**src/rtl/pipe_hz_pkg.sv**
```systemverilog
package pipe_hz_pkg;
   typedef enum logic [1:0] {
      OPND_REGFILE  = 2'd0,
      OPND_FROM_MEM = 2'd1,
      OPND_FROM_WB  = 2'd2
   } opnd_src_e;
endpackage

```
**src/rtl/hz_dst_match.sv**
```systemverilog
module hz_dst_match #(
   parameter int REG_W = 5
) (
   input  logic [REG_W-1:0] src,
   input  logic [REG_W-1:0] dst,
   input  logic             wr,
   output logic             hit
);
   // register zero is hard-wired and never produces a dependence
   assign hit = wr && (src == dst) && (src != '0);
endmodule

```
**src/rtl/hz_interlock.sv**
```systemverilog
module hz_interlock (
   input  logic use_a,
   input  logic use_b,
   input  logic branch,
   input  logic ex_load,
   input  logic mem_load,
   input  logic hit_ex_a,
   input  logic hit_ex_b,
   input  logic hit_mem_a,
   output logic stall
);
   logic load_use;
   logic br_wait;

   always_comb begin
      load_use = ex_load && ((use_a && hit_ex_a) || (use_b && hit_ex_b));
      // branch operand cannot reach the zero test from execute, nor from a load in memory
      br_wait  = branch && (hit_ex_a || (mem_load && hit_mem_a));
      stall    = load_use || br_wait;
   end
endmodule

```
**src/rtl/hz_fwd_stage.sv**
```systemverilog
module hz_fwd_stage
   import pipe_hz_pkg::*;
(
   input  logic      clk,
   input  logic      rst_n,
   input  logic      use_op,
   input  logic      hit_ex,
   input  logic      hit_mem,
   input  logic      bubble,
   output opnd_src_e sel_q
);
   opnd_src_e sel_d;

   always_comb begin
      sel_d = OPND_REGFILE;
      if (!bubble && use_op) begin
         if (hit_ex)       sel_d = OPND_FROM_MEM;
         else if (hit_mem) sel_d = OPND_FROM_WB;
      end
   end

   always_ff @(posedge clk or negedge rst_n) begin
      if (!rst_n) sel_q <= OPND_REGFILE;
      else        sel_q <= sel_d;
   end
endmodule

```
**src/rtl/hz_branch_eval.sv**
```systemverilog
module hz_branch_eval #(
   parameter int XLEN             = 32,
   parameter bit RF_WRITE_THROUGH = 1'b0
) (
   input  logic            branch,
   input  logic            cond_ne,
   input  logic            src_zero,
   input  logic            hit_mem,
   input  logic            hit_wb,
   input  logic [XLEN-1:0] rdata,
   input  logic [XLEN-1:0] mem_res,
   input  logic [XLEN-1:0] wb_res,
   input  logic            stall,
   output logic            redirect
);
   logic [XLEN-1:0] opnd;
   logic [XLEN-1:0] late_val;

   generate
      if (RF_WRITE_THROUGH) begin : g_rf_fwd
         // register file already returns the value being written this cycle
         assign late_val = rdata;
      end else begin : g_wb_byp
         assign late_val = hit_wb ? wb_res : rdata;
      end
   endgenerate

   always_comb begin
      if (src_zero)     opnd = '0;
      else if (hit_mem) opnd = mem_res;
      else              opnd = late_val;
      redirect = branch && !stall && ((opnd == '0) ^ cond_ne);
   end
endmodule

```
**src/rtl/pipe_hazard_ctl.sv**
```systemverilog
module pipe_hazard_ctl
   import pipe_hz_pkg::*;
#(
   parameter int REG_W            = 5,
   parameter int XLEN             = 32,
   parameter bit RF_WRITE_THROUGH = 1'b0
) (
   input  logic             clk,
   input  logic             rst_n,
   input  logic [REG_W-1:0] id_src_a,
   input  logic [REG_W-1:0] id_src_b,
   input  logic             id_use_a,
   input  logic             id_use_b,
   input  logic             id_branch,
   input  logic             id_branch_ne,
   input  logic [XLEN-1:0]  id_rdata_a,
   input  logic [REG_W-1:0] ex_dst,
   input  logic             ex_wr,
   input  logic             ex_load,
   input  logic [REG_W-1:0] mem_dst,
   input  logic             mem_wr,
   input  logic             mem_load,
   input  logic [XLEN-1:0]  mem_alu_res,
   input  logic [REG_W-1:0] wb_dst,
   input  logic             wb_wr,
   input  logic [XLEN-1:0]  wb_data,
   output logic [1:0]       fwd_a_sel,
   output logic [1:0]       fwd_b_sel,
   output logic             hold_fetch,
   output logic             ex_nop,
   output logic             pc_redirect
);
   localparam int N_OPND = 2;

   generate
      if (REG_W < 2) begin : g_bad_regw
         $error("pipe_hazard_ctl: REG_W must be at least 2");
      end
      if (XLEN < 1) begin : g_bad_xlen
         $error("pipe_hazard_ctl: XLEN must be at least 1");
      end
   endgenerate

   logic [REG_W-1:0] src    [N_OPND];
   logic             use_op [N_OPND];
   logic             hit_ex [N_OPND];
   logic             hit_mem[N_OPND];
   opnd_src_e        sel_q  [N_OPND];
   logic             hit_wb_a;
   logic             stall;

   assign src[0]    = id_src_a;
   assign src[1]    = id_src_b;
   assign use_op[0] = id_use_a;
   assign use_op[1] = id_use_b;

   generate
      for (genvar i = 0; i < N_OPND; i++) begin : g_opnd
         hz_dst_match #(.REG_W(REG_W)) u_ex_cmp (
            .src(src[i]), .dst(ex_dst), .wr(ex_wr), .hit(hit_ex[i])
         );
         hz_dst_match #(.REG_W(REG_W)) u_mem_cmp (
            .src(src[i]), .dst(mem_dst), .wr(mem_wr), .hit(hit_mem[i])
         );
         hz_fwd_stage u_sel (
            .clk(clk), .rst_n(rst_n), .use_op(use_op[i]),
            .hit_ex(hit_ex[i]), .hit_mem(hit_mem[i]),
            .bubble(stall), .sel_q(sel_q[i])
         );
      end
   endgenerate

   hz_dst_match #(.REG_W(REG_W)) u_wb_cmp (
      .src(id_src_a), .dst(wb_dst), .wr(wb_wr), .hit(hit_wb_a)
   );

   hz_interlock u_lock (
      .use_a(id_use_a), .use_b(id_use_b), .branch(id_branch),
      .ex_load(ex_load), .mem_load(mem_load),
      .hit_ex_a(hit_ex[0]), .hit_ex_b(hit_ex[1]), .hit_mem_a(hit_mem[0]),
      .stall(stall)
   );

   hz_branch_eval #(.XLEN(XLEN), .RF_WRITE_THROUGH(RF_WRITE_THROUGH)) u_br (
      .branch(id_branch), .cond_ne(id_branch_ne),
      .src_zero(id_src_a == '0), .hit_mem(hit_mem[0]), .hit_wb(hit_wb_a),
      .rdata(id_rdata_a), .mem_res(mem_alu_res), .wb_res(wb_data),
      .stall(stall), .redirect(pc_redirect)
   );

   assign fwd_a_sel  = sel_q[0];
   assign fwd_b_sel  = sel_q[1];
   assign hold_fetch = stall;
   assign ex_nop     = stall;
endmodule

```
**config.mk**
```make
export PLATFORM = sky130hd
export DESIGN_NAME = pipe_hazard_ctl
export DESIGN_NICKNAME = d
export VERILOG_FILES = /design/src/rtl/pipe_hz_pkg.sv /design/src/rtl/hz_dst_match.sv /design/src/rtl/hz_interlock.sv /design/src/rtl/hz_fwd_stage.sv /design/src/rtl/hz_branch_eval.sv /design/src/rtl/pipe_hazard_ctl.sv
export SDC_FILE = /design/constraint.sdc
export NUM_CORES = 1
export LEC_CHECK = 0
export BUFFER_PORTS_ARGS = -buffer_cell sky130_fd_sc_hd__buf_2
export CAP_MARGIN = 20
export CORE_MARGIN = 1.5
export CORE_UTILIZATION = 29
export CTS_CLUSTER_DIAMETER = 80
export CTS_CLUSTER_SIZE = 30
export DETAILED_ROUTE_END_ITERATION = 8
export PLACE_DENSITY_LB_ADDON = 0.12
export SKIP_LAST_GASP = 1
export SYNTH_ARGS = -nofsm -noshare
export SYNTH_HDL_FRONTEND = slang
export SYNTH_HIERARCHICAL = 1
export SYNTH_SLANG_ARGS = --single-unit
```
**constraint.sdc**
```tcl
create_clock -name clk -period 5.05 [get_ports clk]
set_input_delay 1.01 -clock clk [delete_from_list [all_inputs] [get_ports clk]]
set_output_delay 1.01 -clock clk [all_outputs]
set_load 0.02 [all_outputs]
```
After elaboration in Yosys (flattened, before gate mapping)
Cells that the tools add are included.
{"block": "op_classes", "n_eq_ne": 5, "mux": 9, "n_bitwise": 1, "n_reduce_logical": 27}
{"op": "$mux W32", "n": 3}
{"op": "$logic_not A32 Y1", "n": 1}
{"op": "$eq A5 B5 Y1", "n": 5}
{"op": "$logic_and A1 B1 Y1", "n": 19}
{"op": "$mux W2", "n": 6}
{"op": "$reduce_bool A5 Y1", "n": 2}
{"op": "$logic_not A5 Y1", "n": 1}
{"op": "$logic_or A1 B1 Y1", "n": 3}
{"op": "$logic_not A1 Y1", "n": 1}
{"op": "$xor A1 B1 Y1", "n": 1}
{"block": "word_totals", "ff_bits": 4, "inputBits": 132, "output_inout_bits": 7, "elab_cells": 44}

Logic depth before layout (Yosys ltp)
Gate-level depths: netlist of the first run.
{"block": "logic_depth", "ltp_word": 10, "mapped_depth": 9, "depth_no_buf": 9}

By module
The synthesis of the first run kept the hierarchy.
{"module": "hz_dst_match", "n_inst": 5, "cells_per_inst": 10, "area_per_inst_um2": 70.1, "seq_area_each_um2": 0.0}
{"module": "hz_branch_eval", "n_inst": 1, "cells_per_inst": 44, "area_per_inst_um2": 269.0, "seq_area_each_um2": 0.0}
{"module": "hz_fwd_stage", "n_inst": 2, "cells_per_inst": 4, "area_per_inst_um2": 72.6, "seq_area_each_um2": 50.0}
{"module": "hz_interlock", "n_inst": 1, "cells_per_inst": 3, "area_per_inst_um2": 25.0, "seq_area_each_um2": 0.0}
{"module": "pipe_hazard_ctl", "n_inst": 1, "cells_per_inst": 3, "area_per_inst_um2": 18.8, "seq_area_each_um2": 0.0}

Least setup slack after synthesis of the first run
No wires, ideal clock.
{"block": "synth_path", "path_type": "in2out", "startpoint": "in wb_dst[0]", "endpoint": "out pc_redirect", "t_arrival_ns": 2.714, "t_required_ns": 4.040, "path_slack_ns": 1.326, "stages": 9, "path_buffers": 0, "cell_sequence": "nor4_1 o21ai_0 and4_1 nor4_1 nand4_1 a211oi_1 o21a_1 nor3_1 and4bb_1"}
{"block": "synth_between", "elab_chain_cells": 9}
{"item": "start, declared", "line": "pipe_hazard_ctl.sv:24", "text": "input logic [REG_W-1:0] wb_dst,"}
{"item": "$eq A5 B5 Y1", "line": "hz_dst_match.sv:10", "text": "assign hit = wr && (src == dst) && (src != '0);"}
{"item": "$logic_and A1 B1 Y1 (2 in a row)", "line": "hz_dst_match.sv:10"}
{"item": "named net hit_wb_a", "line": "pipe_hazard_ctl.sv:49", "text": "logic hit_wb_a;"}
{"item": "$mux W32", "line": "hz_branch_eval.sv:24", "text": "assign late_val = hit_wb ? wb_res : rdata;"}
{"item": "$mux W32", "line": "hz_branch_eval.sv:30", "text": "else if (hit_mem) opnd = mem_res;"}
{"item": "$mux W32", "line": "hz_branch_eval.sv:29", "text": "if (src_zero) opnd = '0;"}
{"item": "$logic_not A32 Y1", "line": "hz_branch_eval.sv:32", "text": "redirect = branch && !stall && ((opnd == '0) ^ cond_ne);"}
{"item": "$xor A1 B1 Y1", "line": "hz_branch_eval.sv:32"}
{"item": "$logic_and A1 B1 Y1", "line": "hz_branch_eval.sv:32"}
{"item": "end, declared", "line": "pipe_hazard_ctl.sv:31", "text": "output logic pc_redirect"}
The timed path passes the listed nets, and every way through them passes these cells.

Worst setup path after layout of the first run
{"block": "layout_path", "startpoint": "in id_src_a[1]", "endpoint": "out pc_redirect"}
{"block": "layout_between", "word_cells_on_any_way": 26, "cone_classes": "3 x eq/ne; 3 x mux; 1 x bitwise; 19 x reduce/logical"}
{"item": "start, declared", "line": "pipe_hazard_ctl.sv:10", "text": "input logic [REG_W-1:0] id_src_a,"}
{"item": "$eq A5 B5 Y1", "line": "hz_dst_match.sv:10"}
{"item": "$logic_and A1 B1 Y1", "line": "hz_dst_match.sv:10"}
{"item": "$logic_and A1 B1 Y1 *", "line": "hz_dst_match.sv:10"}
{"item": "named net hit_wb_a", "line": "pipe_hazard_ctl.sv:49"}
{"item": "$mux W32 *", "line": "hz_branch_eval.sv:24"}
{"item": "$mux W32 *", "line": "hz_branch_eval.sv:30"}
{"item": "$mux W32 *", "line": "hz_branch_eval.sv:29"}
{"item": "$logic_not A32 Y1 *", "line": "hz_branch_eval.sv:32"}
{"item": "$xor A1 B1 Y1 *", "line": "hz_branch_eval.sv:32"}
{"item": "$logic_and A1 B1 Y1 *", "line": "hz_branch_eval.sv:32"}
Mark *: on every way through the listed nets, which the timed path passes. The rest lies on a longest branch.

==> impl.org, run 1 <==
** Outcome
- The run finished with clean final reports.

** Worst setup path
- Crit end category :: primary output
- Arrival time of data at the critical path endpoint :: slightly above 3000 ps
- The signal on the critical path passes through buf_2 > xor2_1 > nor3_1 > and4_1 > nor4b_1 > nand4_1 > a211oi_1 > o21a_1 > nor3_1 > and4bb_1 > buf_2.
- Largest stage delay, worst path :: ~320 ps
- Critical path required time :: 4040 ps
- Critical-path maximum fanout :: 7
- The setup path with the least slack is of type input pin to primary output.
- Cell with the largest stage delay on the worst path :: sky130_fd_sc_hd__and4_1
- Startpoint Class :: input pin

** Yosys
- The average instance in the mapped netlist occupies between 7 and 8 µm².
- During synthesis, Yosys emitted a total of 6 warnings.
- The number of nets in the synthesized netlist is 240.
- Number of standard cells after synthesis :: 108
- Post-synth design cell area :: 808 µm²
- Count of state elements after synthesis :: 4
- Synth unique cells :: 22
- Portion of the post-synthesis area used by sequential elements :: 0.124

** Drt
- Via/cell ratio :: ~4.8
- Residual DRC count :: 0
- The routed layout has ~1300 vias.
- In this run the remaining antenna-violating nets after routing total 0.
- The detailed router put a total of between 1000 and 1500 µm of wire on met1.
- Met3 wire length :: ~180 µm
- Detailed-routed wire length on met2 :: 1760 µm
- The first detailed-routing pass ran for 4 iterations.
- For this block, the initial DRC count from the detailed router was 42.
- For this block, the routed nets add up to about 3300 µm of wire.
- Routed signal wires occupy layers up through met4.
- Dividing the detail-routed wire length by the instance count gives roughly 12 µm.

** STA
- Measured against its own limit, the worst slew margin works out to 0.812.
- The worst path needs 4120 ps of the cycle, external delays included.
- Post-Route Setup TNS :: 0 ps
- In the finished design, the share of the clock period the worst path needs comes to 0.815.
- Setup violations remaining at the end of the flow were counted as 0.
- The number of max-slew violations in the final report came to 0.
- Final hold violations :: 0
- At the pin with the least slew margin, the transition time is between 200 and 300 ps.
- Derived from the worst setup path, the maximum achievable clock frequency is around 0.24 GHz.
- Setup repair after global routing missed its margin :: no
- Setup slack of the critical path after layout :: 934 ps

** Clocking
- The number of hold buffers added after CTS was 0.
- The clock passes through at most 2 buffers.
- The tree is rooted in a sky130_fd_sc_hd__clkbuf_4.
- Sink count of the clock tree :: 4
- The number of clock buffers added by TritonCTS is 3.
- Post-CTS Resized :: 0
- H-tree depth :: 1
- Buffer count from post-CTS setup fixing :: 0
- Reg clk slew, reported paths :: approximately 40 ps
- TritonCTS built the clock tree.

** Floorplan
- The die covers between 0.003 and 0.004 mm².
- Die Y-Extent :: 55.8 µm
- Number of standard-cell rows in the floorplan :: 18
- Die Wd :: 55.8 µm
- The floorplan step defined a core boundary enclosing approximately 0.0026 mm².
- Starting density of the core :: 0.315
- 139 I/O pins were placed.

** Finish
- Diodes inserted :: 0
- Largest registers :: g_opnd.u_sel/sel_q (4)
- The register with the most flip-flops in the layout has 4 of them.
- For this run, the post-layout net count is around 380.
- Layout cells sized above 1 :: 0.585
- Top reg by flops :: g_opnd.u_sel/sel_q
- Relative to the synthesized area, the layout overhead comes to 92.0%.
- Filler cells :: between 200 and 250

** Place
- Input and output buffers added on the ports amount to 138.
- Once detailed placement completed, the half-perimeter wirelength came to around 3000 µm.
- Worst setup slack before clock tree synthesis :: 908 ps
- Placer's final routability congestion estimate :: 0.811

** GRT
- The via count of the first global-routing pass is approximately 1300.
- Aggregate global routing overflow :: 0
- Across every metal layer, demand over resource in global routing totals 0.208.
- First-pass GRT wire length :: between 5000 and 6000 µm
- The initial antenna violation count is 0.
- Maximum number of pins on one net before global-route repair :: 8

** Power
- Summed over all cells, the static leakage comes to between 0.8 and 0.9 nW.
- In this run the power density over the cells is 102 mW/mm².
- VDD sags by at most around 0.00010 V.

** Worst hold path
- Class of the worst hold path :: input pin to asynchronous set/reset pin

** Flow run
- Max-cap viol count :: 0
-- power breakdown --
part           total [mW]  internal (mW)  switching (mW)
Clock              0.0389         0.0265          0.0124
Sequential         0.0326         0.0325       0.0000697
Combinational      0.0864         0.0514          0.0351
Total               0.158          0.110          0.0475
-- worst max path at each step --
stage,start,to,slack (ps),cells after the start
6_report,id_src_a[1],pc_redirect,930,11
5_1_grt,id_src_a[1],pc_redirect,700,11
4_1_cts,id_src_a[1],pc_redirect,910,11
3_5_place_dp,id_src_a[1],pc_redirect,910,11
3_3_place_gp,id_src_a[1],pc_redirect,990,11
2_1_floorplan,wb_dst[0],pc_redirect,1330,9
-- per-stage QoR --
stage / hold WS [ps] / power, mW / utilization / cells / instance area, µm²
final: 574 / 0.158 / 0.604 / 278 / 1550
after global routing: 570 / 0.172 / 0.604 / 278 / 1550
after CTS: 573 / 0.159 / 0.604 / 278 / 1550
after detailed placement: 820 / 0.120 / 0.596 / 275 / 1530
after global placement: 818 / 0.119 / 0.596 / 275 / 1530
after floorplan: 714 / 0.0577 / - / 108 / 808
-- worst max-delay path, delay by kind of cell --
| kind | cells | cell delay [ps] |
|---|---|---|
| buf+inv | 2 | 310 |
| xor+xnor | 1 | 170 |
| simple gates | 6 | 1180 |
| compound gates | 2 | 430 |
-- cell families after synthesis --
kind of cell              count (synthesis)  share of synthesized area
buffers and inverters                     1                    0.00929
xor gates and xnor gates                 20                      0.217
and+or+nand+nor                          70                      0.545
AOI/OAI and AO/OA                        13                      0.105
DFF                                       4                      0.124
-- cell usage after synthesis (all sizes together) --
master,number,area share
a211oi,1,0.0093
a21o,2,0.019
a22o,2,0.022
a22oi,1,0.0093
and3b,2,0.025
and4,5,0.054
and4bb,3,0.046
buf,1,0.0093
dfrtp,4,0.12
nand2,5,0.023
nand4,6,0.046
nor2,8,0.037
nor3,10,0.062
nor4,22,0.17
nor4b,3,0.033
o21a,1,0.0093
o21ai,6,0.037
or2,5,0.039
or4,1,0.0093
xnor2,5,0.054
xor2,15,0.16
-- metal layers --
| layer | vias to the layer above | GRT usage |
|---|---|---|
| met5 | - | 0 |
| met4 | 0 | 0.0209 |
| met2 | 47 | 0.405 |
| met3 | 2 | 0.0419 |
| met1 | 569 | 0.237 |
| li1 | 714 | - |
-- cells in the final DEF (no fill, tap or decap), types with 2 or more instances in the layout --
master	instances
sky130_fd_sc_hd__and4bb_2	2
sky130_fd_sc_hd__nor3_1	10
sky130_fd_sc_hd__nand2_1	5
sky130_fd_sc_hd__clkbuf_4	3
sky130_fd_sc_hd__and4_1	5
sky130_fd_sc_hd__xor2_1	15
sky130_fd_sc_hd__buf_2	138
sky130_fd_sc_hd__and3b_2	2
sky130_fd_sc_hd__o21ai_0	6
sky130_fd_sc_hd__xnor2_1	5
sky130_fd_sc_hd__nor4_1	22
sky130_fd_sc_hd__or2_1	5
sky130_fd_sc_hd__a21o_1	2
sky130_fd_sc_hd__a22o_1	2
sky130_fd_sc_hd__dfrtp_1	4
sky130_fd_sc_hd__nand4_1	6
sky130_fd_sc_hd__nor4b_1	3
sky130_fd_sc_hd__nor2_1	8
-- area by class of cell --
cell class | count | area [µm²] | share of cell area
Multi-Input combinational cell | 103 | 701 | 0.452
Tap cell | 30 | 37.5 | 0.0242
Clock buffer | 3 | 22.5 | 0.0145
Sequential cell | 4 | 100 | 0.0645
Timing Repair Buffer | 138 | 691 | 0.445
Note: power is estimated with default switching activity, not from simulation.
==> run 2: changes to the inputs <==
--- a/config.mk
+++ b/config.mk
@@ -5,10 +5,11 @@
 export SDC_FILE = /design/constraint.sdc
 export NUM_CORES = 1
 export LEC_CHECK = 0
+export ABC_AREA = 1
 export BUFFER_PORTS_ARGS = -buffer_cell sky130_fd_sc_hd__buf_2
 export CAP_MARGIN = 20
 export CORE_MARGIN = 1.5
-export CORE_UTILIZATION = 29
+export CORE_UTILIZATION = 31
 export CTS_CLUSTER_DIAMETER = 80
 export CTS_CLUSTER_SIZE = 30
 export DETAILED_ROUTE_END_ITERATION = 8
==> constraint.sdc (replaced) <==
create_clock -name clk -period 3.6 [get_ports clk]
set_input_delay 0.72 -clock clk [delete_from_list [all_inputs] [get_ports clk]]
set_output_delay 0.72 -clock clk [all_outputs]
set_load 0.02 [all_outputs]
==> run 2 against run 1 <==
  * Via count rose by 41%
  * Clock-buffer cell count did not move
  * Sequential cell count did not move
  * Area after synthesis rose by 50%
  * Sequential share of layout area fell by 1.4 points
  * Global-route usage fell by 3.0 points
  * Utilization fell by 6.6 points
  * Cell count rose by 65%
  * Clock power rose by 140%
  * Combinational power rose by 79%
  * Total power rose by 86%
  * Largest power group unchanged
==> impl.org, run 2 <==
** Floorplan
- Die Y-Extent :: 65.4 µm (+17%)
- The starting density of the core is 0.325 (+0.0104).
- Number of standard-cell rows in the floorplan :: 22 (+4)
- The overall die area was 0.00428 mm² (+38%).
- The I/O pin total is 139 (unchanged).
- Core area :: 0.00372 mm² (+45%)
- Die Wd :: 65.4 µm (+17%)

** STA
- Final hold violations :: 0 (unchanged)
- The transition time at the pin with the least slew margin is 298 ps (+17.7 ps).
- Slew Limit Fails :: 0 (unchanged)
- Slew headroom :: 0.801 (-0.0108)
- The smallest clock period supported by the final layout is computed as 3070 ps.
- Final setup violation count :: 0 (unchanged)
- Setup repair after global routing left no endpoint under its margin.
- Maximum clock rate :: about 0.33 GHz
- The setup TNS was 0 ps (unchanged).
- Dividing the final minimum period by the clock period gives 0.853.

** Outcome
- Outcome :: completed

** Drt
- The final routed wire length divided by cell count was 8.48 µm (-29%).
- Violation count after the first detailed-route iteration :: 27 (-36%)
- Via Count :: 1880 (+41%)
- The total wirelength of the detailed-routed design is 3890 µm (+17%).
- The final antenna-violating net count was 0 (unchanged).
- Via/cell ratio :: 4.10 (-15%)
- Number of optimization iterations in the first detailed-route pass :: 4 (unchanged)
- The remaining routing DRC violations came to 0 (unchanged).

** Place
- The cell area after placement was 0.00196 mm² (+28%).
- Detail Placement HPWL :: 3590 µm (+18%)
- The count of placed standard cells including taps came to 456 (+66%).
- Placer's final routability congestion estimate :: 0.780 (-3.8%)
- The number of buffers inserted by port buffering is 138 (unchanged).

** Clocking
- Cell at the root of the clock tree :: sky130_fd_sc_hd__clkbuf_8
- Max clock buf depth :: 2 (unchanged)
- The number of instances resized during post-cts repair is 0 (unchanged).
- The number of setup buffers added after CTS came to 0 (unchanged).
- Sink count of the clock tree :: 4 (unchanged)
- The clock-pin slew of the registers on the worst-case setup and hold paths came to 30 ps (about the same).
- The total of hold buffers inserted after clock tree synthesis was 0 (unchanged).
- The CTS H-tree depth came to 1 (unchanged).
- CTS Buf Count :: 3 (unchanged)
- TritonCTS built the clock tree.

** Finish
- Max reg flops :: 4 (unchanged)
- The area taken by multi-input logic gates is 910 µm² (+30%).
- The final-layout fill cell count was 445 (+83%).
- Diodes inserted :: 0 (unchanged)
- The post-layout utilization of the core was 0.538 (-0.0659).
- Leaving out fill and tap cells, the most frequent cell in the layout is sky130_fd_sc_hd__buf_2.
- The count of nets after finishing was 545 (+43%).
- Top reg by flops :: g_opnd.u_sel/sel_q
- The final non-filler cell total was 459 (+65%).
- Top library cells by usage in the layout, fill and taps aside :: sky130_fd_sc_hd__buf_2 (138), sky130_fd_sc_hd__nand2_1 (95), sky130_fd_sc_hd__nor2_1 (80)
- The layout cell share with drive strength beyond 1 came to 0.380 (-0.205).
- The largest registers in the layout are g_opnd.u_sel/sel_q (4).
- The flip-flop and latch area was 100 µm² (unchanged).
- Area of all placed cells without fillers :: 0.00200 mm² (+29%)
- Area overhead of the layout relative to synthesis :: 65.5%

** Power
- Clk network pwr share :: 0.315 (+0.069)
- The total power per unit cell area was 146 mW/mm² (+44%).
- Leakage component of the power :: 1.30 nW (+55%)
- Pint :: 0.198 mW (+80%)
- The total power after layout was 0.293 mW (+86%).
- The worst IR drop on VDD came to 0.0000566 V (-45%).
- NetSw :: 0.0947 mW (+99%)
- Part of the power in combinational logic :: 0.528 (-0.019)
- Proportion of total power due to net switching :: 0.323 (+0.0221)
- The sequential fraction of design power was 0.157 (-0.049).

** Worst setup path
- The critical path is of the input pin to primary output type.
- The maximum net fanout on the critical path came to 10 (+3).
- Crit end category :: primary output
- Startpoint Class :: input pin
- Arrival time of data at the critical path endpoint :: 2350 ps (-760 ps)
- Critical path required time :: 2880 ps (-1160 ps)

** Yosys
- The sequential fraction of the synthesis area came to 0.0828 (-0.0410).
- Top_reg_cell synth :: sky130_fd_sc_hd__dfrtp_1
- The synthesized instance count was 270 (+150%).
- In the post-synthesis netlist, the cell with the most instances is sky130_fd_sc_hd__nand2_1.
- Post-synth top area cell :: sky130_fd_sc_hd__nand2_1
- Count of state elements after synthesis :: 4 (unchanged)
- The cell area after technology mapping was 0.00121 mm² (+50%).
- The count of distinct cell types in the synthesized netlist came to 17 (-23%).
- Number of synthesized flops with an enable pin :: 0 (unchanged)
- Asr flop ratio synth :: 1.00 (unchanged)
- Biggest area contributors in the synthesized netlist :: sky130_fd_sc_hd__nand2_1 (30%), sky130_fd_sc_hd__nor2_1 (25%), sky130_fd_sc_hd__inv_1 (14%), sky130_fd_sc_hd__dfrtp_1 (8.3%), sky130_fd_sc_hd__nand3_1 (5.0%)
- Post-synth net total :: 402 (+68%)
- The commonest cells after synthesis are sky130_fd_sc_hd__nand2_1 (95), sky130_fd_sc_hd__nor2_1 (80), sky130_fd_sc_hd__inv_1 (45).
- Avg Cell Area, Syn :: 4.48 µm² (-40%)
- The Yosys warning count came to 6 (unchanged).
- Area share of the leading cell type in the synthesized netlist :: 0.295 (+0.125)

** GRT
- The pin count of the biggest net entering global routing was 11 (+3).
- Aggregate global routing overflow :: 0 (unchanged)
- The initial antenna violation count is 0 (unchanged).
- First-pass GRT wire length :: 6190 µm (+15%)
- Global-route usage over all layers :: 0.178 (-0.0300)
- The via count of the first global-routing pass was 1699 (+30%).

** Worst hold path
- The path class of the tightest hold or removal check is input pin to asynchronous set/reset pin.

** Flow run
- Max-cap viol count :: 0 (unchanged)
run 2: changes by cell type after synthesis, moves of 7 or more:
cell,previous run,this run
sky130_fd_sc_hd__nand2_1,5,95
sky130_fd_sc_hd__nor2_1,8,80
sky130_fd_sc_hd__nor3_1,10,3
sky130_fd_sc_hd__xor2_1,15,0
sky130_fd_sc_hd__inv_1,0,45
sky130_fd_sc_hd__nand3_1,0,12
sky130_fd_sc_hd__nor4_1,22,0
run 2: logic make-up (layout without fill, tap and decap cells):
logic type	after synthesis	after routing	synth area share
AOI/OAI and AO/OA	7	7	0.0383
xor gates and xnor gates	5	5	0.0362
buffers and inverters	52	193	0.165
DFF	4	4	0.0828
and+or+nand+nor	202	202	0.678
run 2: worst max-delay path by stage:
stage | from | endpoint | slack, ps | cells past startpoint
floorplan | wb_dst[2] | pc_redirect | 810 | 15
global placement | id_src_a[1] | pc_redirect | 560 | 17
detailed placement | id_src_a[1] | pc_redirect | 510 | 17
CTS | id_src_a[1] | pc_redirect | 500 | 17
global route | id_src_a[1] | pc_redirect | 300 | 17
finish | id_src_a[1] | pc_redirect | 530 | 17
run 2: power by group through the flow:
stage | Combinational (mW) | Sequential (mW) | Clock, mW
detailed placement | 0.156 | 0.0464 | 0
global route | 0.178 | 0.0459 | 0.0987
global placement | 0.154 | 0.0464 | 0
floorplan | 0.0637 | 0.0472 | 0
CTS | 0.156 | 0.0459 | 0.0949
finish | 0.155 | 0.0459 | 0.0924
run 2: critical path, stage by stage:
cell and delay [ps]:
sky130_fd_sc_hd__buf_2 190, sky130_fd_sc_hd__inv_1 60, sky130_fd_sc_hd__nand2_1 50, sky130_fd_sc_hd__nand2_1 50, sky130_fd_sc_hd__nor2_1 70, sky130_fd_sc_hd__nand3_1 70
sky130_fd_sc_hd__nor2_1 250, sky130_fd_sc_hd__inv_2 60, sky130_fd_sc_hd__or2_1 200, sky130_fd_sc_hd__nor2_1 80, sky130_fd_sc_hd__nand2_1 50, sky130_fd_sc_hd__nand2_1 60
sky130_fd_sc_hd__nand3_2 80, sky130_fd_sc_hd__nand3_2 60, sky130_fd_sc_hd__nand2_1 40, sky130_fd_sc_hd__nor2_1 70, sky130_fd_sc_hd__buf_2 170
run 2: per-layer routing:
metal,part of all wire,GRT usage,vias up
met4,0.022,0.0651,0
met3,0.073,0.0240,11
li1,-,-,1070
met5,0,0,-
met1,0.40,0.189,719
met2,0.51,0.349,80
run 2: metrics by stage:
stage / setup slack [ps] / hold slack [ps]
4_1_cts: 500 / 299
6_report: 530 / 301
2_1_floorplan: 806 / 424
3_3_place_gp: 560 / 526
5_1_grt: 305 / 300
3_5_place_dp: 508 / 526
run 2: final cells by class:
| cell class | instances | area share |
|---|---|---|
| clock buffers | 3 | 0.0206 |
| well taps | 48 | 0.0300 |
| repair buffers | 139 | 0.349 |
| flip-flops and latches | 4 | 0.0500 |
| inverters | 51 | 0.0957 |
| multi-input cells | 214 | 0.455 |
==> run 3: changes to the inputs <==
--- a/config.mk
+++ b/config.mk
@@ -8,7 +8,7 @@
 export ABC_AREA = 1
 export BUFFER_PORTS_ARGS = -buffer_cell sky130_fd_sc_hd__buf_2
 export CAP_MARGIN = 20
-export CORE_MARGIN = 1.5
+export CORE_MARGIN = 2
 export CORE_UTILIZATION = 31
 export CTS_CLUSTER_DIAMETER = 80
 export CTS_CLUSTER_SIZE = 30
==> run 3 against run 2 <==
  * Combinational power is essentially flat
  * Critical path depth unchanged
  * Critical endpoint unchanged
  * Largest power group unchanged
  * Critical path type unchanged
  * Fmax down 0.20%
  * Total power about the same
  * Design area unchanged
  * Highest routed layer unchanged
==> impl.org, run 3 (same netlist as run 2, synthesis figures left out) <==
** Finish
- The post-route standard cell area excluding fillers came to 0.00200 mm² (unchanged).
- Area overhead of the layout relative to synthesis :: 65.5% (unchanged)
- g_opnd.u_sel/sel_q holds more flip-flops than any other register.
- Layout cells sized above 1 :: 0.380 (unchanged)
- Most frequent standard cell in the layout excluding fill and tap cells :: sky130_fd_sc_hd__buf_2
- Largest registers :: g_opnd.u_sel/sel_q (4)
- Net total in the final layout :: 545 (unchanged)
- The final-layout fill cell count came to 433 (-2.7%).
- The final non-filler cell total was 459 (unchanged).
- Max reg flops :: 4 (unchanged)
- Diodes inserted :: 0 (unchanged)
- Top library cells by usage in the layout, fill and taps aside :: sky130_fd_sc_hd__buf_2 (138), sky130_fd_sc_hd__nand2_1 (95), sky130_fd_sc_hd__nor2_1 (80)

** STA
- The count of final hold-check violations came to 0 (unchanged).
- Setup slack of the critical path after layout :: 524 ps (-6.06 ps)
- Crit share post-route :: 0.854 (+0.00168)
- The setup TNS was 0 ps (unchanged).
- The final critical-path required period was 3080 ps (+6.06 ps).
- The number of setup violations in the final report is 0 (unchanged).
- Measured slew at the worst slew-check pin :: 311 ps (+13.1 ps)
- The max-slew headroom at the worst pin came to 0.792 (-0.00879).
- Maximum clock rate :: 0.325 GHz (-0.20%)
- Setup repair after global routing missed its margin :: no
- The number of max-slew violations in the final report came to 0 (unchanged).

** GRT
- Global-route usage over all layers :: 0.180 (+0.00216)
- The leftover overflow at the end of global routing is 0 (unchanged).
- Antenna violations before repair :: 0 (unchanged)
- Maximum number of pins on one net before global-route repair :: 11 (unchanged)
- Vias in the first global route :: 1693 (-0.35%)
- First-pass GRT wire length :: 6410 µm (+3.6%)

** Clocking
- Clock tree from TritonCTS :: built
- The number of setup buffers added after CTS came to 0 (unchanged).
- Count of hold-fix buffers inserted at cts :: 0 (unchanged)
- The buffer levels on the longest clock path was 2 (unchanged).
- H-tree depth :: 1 (unchanged)
- CTS Buf Count :: 3 (unchanged)
- The cell sitting at the root of the clock tree is a sky130_fd_sc_hd__clkbuf_8.
- The number of clock sinks seen by CTS came to 4 (unchanged).
- Reg clk slew, reported paths :: 30 ps (about the same)
- The number of instances resized during post-cts repair is 0 (unchanged).

** Worst setup path
- The required time reported for the critical path endpoint came to 2880 ps (about the same).
- Crit end category :: primary output
- Startpoint Class :: input pin
- The critical path is of the input pin to primary output type.
- Critical-path maximum fanout :: 10 (unchanged)
- Arrival time of data at the critical path endpoint :: 2360 ps (about the same)

** Power
- Part of the power in combinational logic :: 0.529 (about the same)
- The sequential fraction of design power came to 0.157 (about the same).
- The worst IR drop on VDD came to 0.0000622 V (+9.7%).
- The net switching fraction of the power was 0.323 (about the same).
- Power density cells :: 147 mW/mm² (about the same)
- The reported leakage power came to 1.30 nW (unchanged).
- The internal power is 0.198 mW (about the same).
- The clock share of power was 0.315 (about the same).
- The net switching power is 0.0947 mW (about the same).

** Floorplan
- The starting density of the core is 0.325 (unchanged).
- The overall die area was 0.00441 mm² (+3.1%).
- Die Wd :: 66.4 µm (+1.5%)
- The I/O pin total came to 139 (unchanged).
- The die span in y was 66.4 µm (+1.5%).
- Core area :: 0.00372 mm² (unchanged)
- The number of placement rows was 22 (unchanged).

** Drt
- Number of optimization iterations in the first detailed-route pass :: 5 (+1)
- Violation count after the first detailed-route iteration :: 47 (+74%)
- Total wire length :: 4060 µm (+4.4%)
- Residual DRC count :: 0 (unchanged)
- The final antenna-violating net count came to 0 (unchanged).
- Wire per inst :: 8.85 µm (+4.4%)
- The mean number of vias per cell came to 4.16 (+1.6%).
- The via count came to 1911 (+1.6%).

** Worst hold path
- Class of the worst hold path :: input pin to asynchronous set/reset pin

** Place
- Detail Placement HPWL :: 3750 µm (+4.4%)
- The count of placed standard cells including taps is 456 (unchanged).
- The final weighted congestion of routability-driven global placement came to 0.787 (+0.96%).
- Count of buffers from port buffering :: 138 (unchanged)
- Worst setup slack before clock tree synthesis :: 499 ps (-8.46 ps)
- The cell area after placement came to 0.00196 mm² (unchanged).

** Flow run
- The number of max-capacitance violations reported was 0 (unchanged).

** Outcome
- Outcome :: completed
==> run 3: cell counts in the layout (fill, tap and decap cells not counted) <==
Identical to the previous run, type by type.
==> run 3: critical path, cell delays in order <==
cell                      delay [ps]
sky130_fd_sc_hd__buf_2           180
sky130_fd_sc_hd__inv_1            60
sky130_fd_sc_hd__nand2_1          50
sky130_fd_sc_hd__nand2_1          50
sky130_fd_sc_hd__nor2_1           70
sky130_fd_sc_hd__nand3_1          70
sky130_fd_sc_hd__nor2_1          260
sky130_fd_sc_hd__inv_2            50
sky130_fd_sc_hd__or2_1           210
sky130_fd_sc_hd__nor2_1           80
sky130_fd_sc_hd__nand2_1          50
sky130_fd_sc_hd__nand2_1          60
sky130_fd_sc_hd__nand3_2          90
sky130_fd_sc_hd__nand3_2          60
sky130_fd_sc_hd__nand2_1          50
sky130_fd_sc_hd__nor2_1           80
sky130_fd_sc_hd__buf_2           170
==> run 3: layout make-up <==
cell class,count,area (µm²),share of cell area
multi-input cells,214,910,0.455
clock buffers,3,41.3,0.0206
repair buffers,139,698,0.349
well taps,48,60.1,0.0300
flip-flops and latches,4,100,0.0500
inverters,51,191,0.0957
==> run 3: metal layers <==
metal	vias to the layer above	track usage	share of wire
met2	75	0.340	0.51
met1	759	0.204	0.40
li1	1069	-	-
met3	8	0.0204	0.076
met5	-	0	0
met4	0	0.0638	0.017
==> run 3: how the worst max path moves through the flow <==
stage                start           to  slack, ps  cells past startpoint
5_1_grt        id_src_a[1]  pc_redirect        110                     17
3_5_place_dp   id_src_a[1]  pc_redirect        500                     17
6_report       id_src_a[1]  pc_redirect        520                     17
4_1_cts        id_src_a[1]  pc_redirect        490                     17
3_3_place_gp   id_src_a[1]  pc_redirect        560                     17
2_1_floorplan    wb_dst[2]  pc_redirect        810                     15
==> run 3: power groups by stage <==
stage          registers, mW  clock network (mW)  logic [mW]
3_3_place_gp          0.0464                   0       0.155
5_1_grt               0.0460              0.0969       0.179
2_1_floorplan         0.0472                   0      0.0637
3_5_place_dp          0.0464                   0       0.156
4_1_cts               0.0459              0.0951       0.157
6_report              0.0459              0.0922       0.155
==> run 3: through the flow <==
stage	hold slack (ps)	total power, mW	utilization
floorplan	424	0.111	-
global placement	526	0.201	0.527
detailed placement	527	0.202	0.527
CTS	300	0.298	0.538
global route	306	0.322	0.538
finish	301	0.293	0.538
